--- src/rtl/byte_word_packer.sv ---
module byte_word_packer #(
  parameter int BYTE_W = 8,
  parameter int LANES  = 4
) (
  input  logic                      clk,
  input  logic                      rst_n,
  input  logic                      in_valid,
  input  logic [BYTE_W-1:0]         in_byte,
  input  logic [$clog2(LANES):0]    subwords,
  input  logic [$clog2(BYTE_W)-1:0] shift_amt,
  input  logic                      big_endian,
  input  logic                      rgb_en,
  input  logic [1:0]                word_len,
  output logic                      out_valid,
  output logic [BYTE_W*LANES-1:0]   out_word
);
  localparam int WORD_W = BYTE_W * LANES;
  localparam int CNT_W  = $clog2(LANES) + 1;

  logic [CNT_W-1:0]  cnt;
  logic [WORD_W-1:0] acc, le_word, be_word, arranged, next_word;
  logic [CNT_W-1:0]  n_eff;
  logic [BYTE_W-1:0] shifted;
  logic              last, conv_active;
  logic [7:0]        r8, g8, b8;

  assign n_eff = (subwords == '0 || int'(subwords) > LANES) ? CNT_W'(LANES) : subwords;
  assign shifted = in_byte >> shift_amt;
  assign last = in_valid && ((cnt + 1'b1) == n_eff);

  always_comb begin
    le_word = acc;
    for (int i = 0; i < LANES; i++)
      if (int'(cnt) == i) le_word[i*BYTE_W +: BYTE_W] = shifted;
  end

  always_comb begin
    be_word = '0;
    for (int i = 0; i < LANES; i++)
      for (int j = 0; j < LANES; j++)
        if (i < int'(n_eff) && j == int'(n_eff) - 1 - i)
          be_word[i*BYTE_W +: BYTE_W] = le_word[j*BYTE_W +: BYTE_W];
  end

  assign arranged    = big_endian ? be_word : le_word;
  assign conv_active = rgb_en && (word_len != 2'b00);

  assign r8 = {arranged[15:11], arranged[15:13]};
  assign g8 = {arranged[10:5],  arranged[10:9]};
  assign b8 = {arranged[4:0],   arranged[4:2]};

  always_comb begin
    if (!conv_active)
      next_word = arranged;
    else if (word_len == 2'b01)
      next_word = WORD_W'({r8, g8, b8});
    else
      next_word = WORD_W'(arranged[23:0]);
  end

  always_ff @(posedge clk) begin
    if (!rst_n) begin
      cnt       <= '0;
      acc       <= '0;
      out_valid <= 1'b0;
      out_word  <= '0;
    end else begin
      out_valid <= last;
      if (last) begin
        cnt      <= '0;
        acc      <= '0;
        out_word <= next_word;
      end else if (in_valid) begin
        cnt <= cnt + 1'b1;
        acc <= le_word;
      end
    end
  end

  assert_valid_after_byte_R4: assert property (@(posedge clk) disable iff (!rst_n)
    out_valid |-> $past(in_valid));

  assert_idle_hold_R7: assert property (@(posedge clk) disable iff (!rst_n)
    !in_valid |=> ($stable(cnt) && !out_valid));

  assert_zero_fill_R5: assert property (@(posedge clk) disable iff (!rst_n)
    (last && n_eff == 1 && !conv_active) |=> (out_word[WORD_W-1:BYTE_W] == '0));

  assert_rgb_top_clear_R8: assert property (@(posedge clk) disable iff (!rst_n)
    (last && conv_active) |=> (out_word[WORD_W-1:24] == '0));
endmodule

--- config.mk ---
export PLATFORM = sky130hd
export DESIGN_NAME = byte_word_packer
export DESIGN_NICKNAME = d
export VERILOG_FILES = /design/src/rtl/byte_word_packer.sv
export SDC_FILE = /design/constraint.sdc
export NUM_CORES = 1
export LEC_CHECK = 0
export ABC_AREA = 0
export BUFFER_PORTS_ARGS = -buffer_cell sky130_fd_sc_hd__buf_2
export CAP_MARGIN = 20
export CORE_UTILIZATION = 53
export DETAILED_ROUTE_END_ITERATION = 10
export PLACE_DENSITY = 0.84
export SLEW_MARGIN = 20
export SYNTH_ARGS = -nofsm -noshare
export SYNTH_HDL_FRONTEND = slang
export SYNTH_SLANG_ARGS = --single-unit
--- constraint.sdc ---
create_clock -name clk -period 10.3 [get_ports clk]
set_input_delay 2.06 -clock clk [delete_from_list [all_inputs] [get_ports clk]]
set_output_delay 2.06 -clock clk [all_outputs]
set_load 0.01 [all_outputs]
Yosys cells after proc, flatten, opt, wreduce, memory -nomap -nowiden
Cells that the tools add are included.
{ "word_totals": {"reg_bits": 68, "latch_bits": 0, "mem_bits_ro": 0, "inputBits": 21, "mem_count": 0, "mem_bits_rw": 0, "out_inout_bits": 33} }
{ "classes": {"n_mux": 24, "bitwise_logic": 1, "magnitude_cmp": 5, "n_shift": 1, "mul": 0, "n_reduce_logical": 27, "div": 0, "eq_ne": 17, "addsub": 5} }
{ "ops": {"columns": ["cell", "n"], "rows": [
  ["8-bit 2-to-1 mux", 20],
  ["3-bit by 32-bit equality test with 1-bit output (first input constant)", 4],
  ["32-bit logical NOT", 4],
  ["2-bit by 32-bit equality test with 1-bit output (first input constant)", 2],
  ["32-bit 2-to-1 mux", 2],
  ["24-bit 2-to-1 mux", 1],
  ["1-bit logical AND", 18],
  ["3-bit by 5-bit equality test with 1-bit output (first input constant)", 2],
  ["4-bit by 3-bit subtractor with 5-bit output (second input constant)", 2],
  ["3-bit by 4-bit equality test with 1-bit output (first input constant)", 2],
  ["8-bit by 3-bit >> shifter with 8-bit output", 1],
  ["3-bit equality test (second input constant)", 2],
  ["3-bit logical NOT", 2],
  ["1-bit by 3-bit < comparator with 1-bit output (first input constant)", 2],
  ["2-bit by 3-bit < comparator with 1-bit output (first input constant)", 2],
  ["2-bit by 5-bit equality test with 1-bit output (first input constant)", 1],
  ["4-bit by 2-bit subtractor with 5-bit output (second input constant)", 1],
  ["2-bit by 4-bit equality test with 1-bit output (first input constant)", 1],
  ["3-bit by 1-bit subtractor with 4-bit output (second input constant)", 1],
  ["3-bit by 1-bit adder with 3-bit output (second input constant)", 1],
  ["3-bit by 2-bit equality test with 1-bit output (second input constant)", 1],
  ["3-bit equality test", 1],
  ["3-bit > comparator (second input constant)", 1],
  ["3-bit 2-to-1 mux", 1],
  ["other kinds (5)", 5]
]} }

Longest topological paths before layout
{ "logic_depth": {"word_depth": 14, "mapped_depth": 14, "mapped_depth_nobuf": 14} }

Least setup slack after synthesis
OpenSTA, ideal clock, no wires.
{ "synth_path": {"path_type": "in2reg", "start": "input port subwords[0]", "end": "register out_word[16]", "slack_ps": 5224, "path_buffers": 0, "arrival_ps": 4985, "cell_stages": 14, "required_ps": 10209, "setup_ps": 91, "path_cell_list": "or2_2 ha_1 nand2b_2 ha_1 xnor2_2 inv_2 ha_1 nor4b_1 o211ai_1 o21ai_0 a22oi_1 nand3_1 o21ai_0 a311oi_1"} }
{ "synth_between": {"elab_chain_len": 14} }
{ "synth_lines": {"columns": ["item", "line_no", "text"], "rows": [
  ["start, declared", "9", "input logic [$clog2(LANES):0] subwords,"],
  ["3-bit > comparator / 3-bit logical NOT (equally long branches)", "27", "assign n_eff = (subwords == '0 || int'(subwords) > LANES) ? CNT_W'(LANES) : subwords;"],
  ["1-bit logical OR", "27", null],
  ["3-bit 2-to-1 mux (*)", "27", null],
  ["3-bit by 1-bit subtractor with 4-bit output", "41", "if (i < int'(n_eff) && j == int'(n_eff) - 1 - i)"],
  ["4-bit by 3-bit subtractor with 5-bit output / 4-bit by 2-bit subtractor with 5-bit output (equally long branches)", "41", null],
  ["32-bit logical NOT", "41", null],
  ["1-bit logical AND", "41", null],
  ["8-bit 2-to-1 mux (4 in a row)", "41", null],
  ["32-bit 2-to-1 mux", "45", "assign arranged = big_endian ? be_word : le_word;"],
  ["24-bit 2-to-1 mux", "55", "else if (word_len == 2'b01)"],
  ["32-bit 2-to-1 mux", "53", "if (!conv_active)"],
  ["end signal, assigned", "72", "out_word <= next_word;"],
  ["end, declared", "15", "output logic [BYTE_W*LANES-1:0] out_word"]
]} }
Every way passes the cells marked *; elsewhere a longest branch is shown, timed or not.
A chain may end at the register's enable or synchronous reset.

Final worst setup path
Same ends and word-level chain as after synthesis.

==> key figures <==
Outcome
  – Status: finished clean

Layout
  – Share of post-route cells with drive strength above 1: 0.162
  – Layout area overhead: 9.80%
  – Nets: 673
  – Util after Layout: 0.601
  – Antenna cells: 0

Worst hold path
  – HP Class: reg2reg

STA
  – Hold_ws: 0.463 ns
  – Final number of hold-violating endpoints: 0
  – Slew Viols, Final: 0
  – Clk_skew: 0.00910 ns
  – Rel. slew slack: 0.300
  – F_max: 185 MHz
  – Crit path time final: 5.41 ns
  – Setup TNS: 0 ns
  – RSZ-0062 raised after global routing: no
  – Final period util: 0.525
  – # setup viols final: 0
  – Worst slew pin tran: 1.05 ns

Route
  – Post-DR vias/cell: 6.79
  – DRT Pass-1 Iters: 5
  – Detailed-route wire length per cell: 23.1 µm
  – Routed Antenna Nets: 0
  – WL final: 17300 µm
  – Initial DRC count: 659
  – DRC errors left: 0
  – Routed vias: 5093

Logic synthesis
  – Async SR Flop Fraction: 0
  – Post-Syn Area: 4800 µm²
  – Sequential fraction of the synthesis area: 0.284
  – Syn avg cell area: 7.91 µm²
  – Top post-synthesis cells by area: dfxtp_1 (28%), nor2_1 (6.3%), mux2i_1 (5.0%)
  – Cell count after synthesis: 607
  – Synth top area share: 0.284
  – Largest area contributor in the netlist: dfxtp_1
  – Ys flop type: dfxtp_1
  – Yosys warnings: 0
  – Number of flops mapped to enable cells by yosys: 0
  – Synth Net Count: 643
  – #FFs+latches synth: 68
  – Synth cell types: 74

CTS
  – H-tree Lvls: 3
  – Post-cts resize count: 0
  – CTS Buf Count: 9
  – Worst-Skew Late Latency: 0.36 ns
  – Hold_buf cts: 0
  – CTS tree: yes
  – CTS Sinks: 68
  – Root Buffer: clkbuf_8
  – Setup Fix Bufs, Post-CTS: 0
  – CTS max path bufs: 2
  – Worst-path clk slew: 0.08 ns

Placed design
  – Detailed-placement wirelength estimate: 12900 µm
  – Port Buf Inserts: 53
  – Gpl congestion: 0.981

Power
  – Sw Share: 0.388
  – Combinational Power Share: 0.325
  – Post-layout power: 0.000760 W
  – P_sw: 0.000295 W
  – Pint: 0.000465 W
  – Pwr dens: 144 nW/µm²
  – Leak: 2.09 nW
  – Flop pwr share: 0.377
  – VDD IR max: 0.104 mV
  – Clk network pwr share: 0.298

Global route
  – Vias in the first global route: 4738
  – Largest net degree at the start of global routing: 51
  – Gr ovfl total: 0
  – First-pass GRT wire length: 27200 µm
  – Total Routing Usage GR: 0.373
  – Antenna violations before repair: 0

Worst setup path
  – Critical Path RT: 10.57 ns
  – Crit end category: flip-flop
  – CP Max Fanout: 8
  – Arr. time, crit path: 5.68 ns
  – Worst setup SP type: primary input
  – CP Class: in2reg

Floorplan
  – Die area: 9440 µm²
  – Initial Util: 0.548
  – Cell Rows: 34
  – Die H: 97.2 µm
  – Chip width: 97.2 µm
  – Io pins: 54
  – Core footprint: 8760 µm²

Job
  – Max-cap violations: 0
## power by group through the flow
stage          Sequential, W  Combinational, W  Clock (W)
2_1_floorplan       0.000292          0.000163          0
3_3_place_gp        0.000291          0.000237          0
3_5_place_dp        0.000292          0.000238          0
4_1_cts             0.000286          0.000239   0.000225
5_1_grt             0.000288          0.000264   0.000236
6_report            0.000286          0.000247   0.000227
## cell usage in the layout (no fill, tap or decap), drive strengths merged, types with 7 or more instances in the layout
master   n
nor2b    8
buf     58
a31oi    7
a221oi  14
a221o    8
inv     24
clkinv   7
a22oi   16
ha      15
dfxtp   68
o21ai   38
a211oi  24
clkbuf   9
nand2   53
o22ai    8
o211ai  16
nand2b   9
nor2    80
a21oi   36
a22o     8
mux2i   26
nand3   20
## synth_stat cells, types with 3 or more instances
library cell	instances
a211oi_1	23
o2111a_1	3
nand3b_1	5
buf_2	6
a31oi_1	7
mux4_2	3
a221o_1	8
o31ai_1	5
clkbuf_1	30
a221oi_1	12
a22oi_1	15
a21o_1	4
xnor2_1	4
o21a_1	5
nand3_1	20
inv_1	23
a21oi_1	30
and3_1	5
a21oi_2	6
nand2_1	53
nor3_1	4
a311oi_1	4
nand2b_1	8
o211ai_1	16
o22ai_1	8
a211o_1	4
o21ai_0	36
nor4_1	3
o221ai_1	5
nor2b_1	8
a22o_1	8
mux2i_1	24
dfxtp_1	68
nor2_1	80
ha_1	15
mux2_2	4
## metal layers
metal  routed length [µm]  vias to the layer above  global-route usage
li1                     -                     2346                   -
met1                 7210                     2397               0.518
met2                 7610                      300               0.566
met3                 1780                       50              0.0676
met4                  733                        0               0.160
met5                    0                        -                   0
## state kept, by name (all words and copies together), names as in the netlist
signal,flops
out_valid,1
cnt,3
acc,32
out_word,32
## cell families after synthesis
kind of cell,Yosys count,synth area share
flip-flops,68,0.284
AND/OR/NAND/NOR,202,0.198
multiplexers,33,0.0811
XOR/XNOR,5,0.0107
AO/OA/AOI/OAI,220,0.335
adder cells (fa/ha/maj),15,0.0391
buffers and inverters,64,0.0532
## path summary, 6_finish.rpt
path                      from      endpoint  slack, ns  cells after the start
setup / recovery   subwords[0]  out_word[16]       4.89                     15
hold / removal    out_word[30]  out_word[30]       0.46                      2
setup reg to reg        cnt[0]   out_word[2]       7.09                      8
hold reg to reg   out_word[30]  out_word[30]       0.46                      2
## per-stage QoR
stage	worst slack [ns]	area, µm²	std cells
2_1_floorplan	5.22	4800	607
3_3_place_gp	4.79	5080	734
3_5_place_dp	4.64	5080	734
4_1_cts	4.98	5270	750
5_1_grt	4.66	5270	750
6_report	4.89	5270	750
## critical path, cell delays in order
cell and delay, ns:
buf_2 0.11, or2_2 0.29, ha_1 0.26, nand2b_2 0.26, ha_1 0.24, xnor2_2 0.30, inv_2 0.10, ha_1 0.28
nor4b_1 0.39, o211ai_1 0.36, o21ai_0 0.43, a22oi_1 0.15, nand3_1 0.11, o21ai_0 0.12, a311oi_1 0.22
## area by class of cell
type / instances / area (µm²)
inverter: 25 / 93.8
multi-input combinational: 475 / 3190
tap: 108 / 135
clock buffer: 9 / 124
sequential: 68 / 1360
timing repair buffer: 58 / 303
fill: 824 / 3490
clock inverter: 7 / 67.6
(Power assumes the default switching activity.)
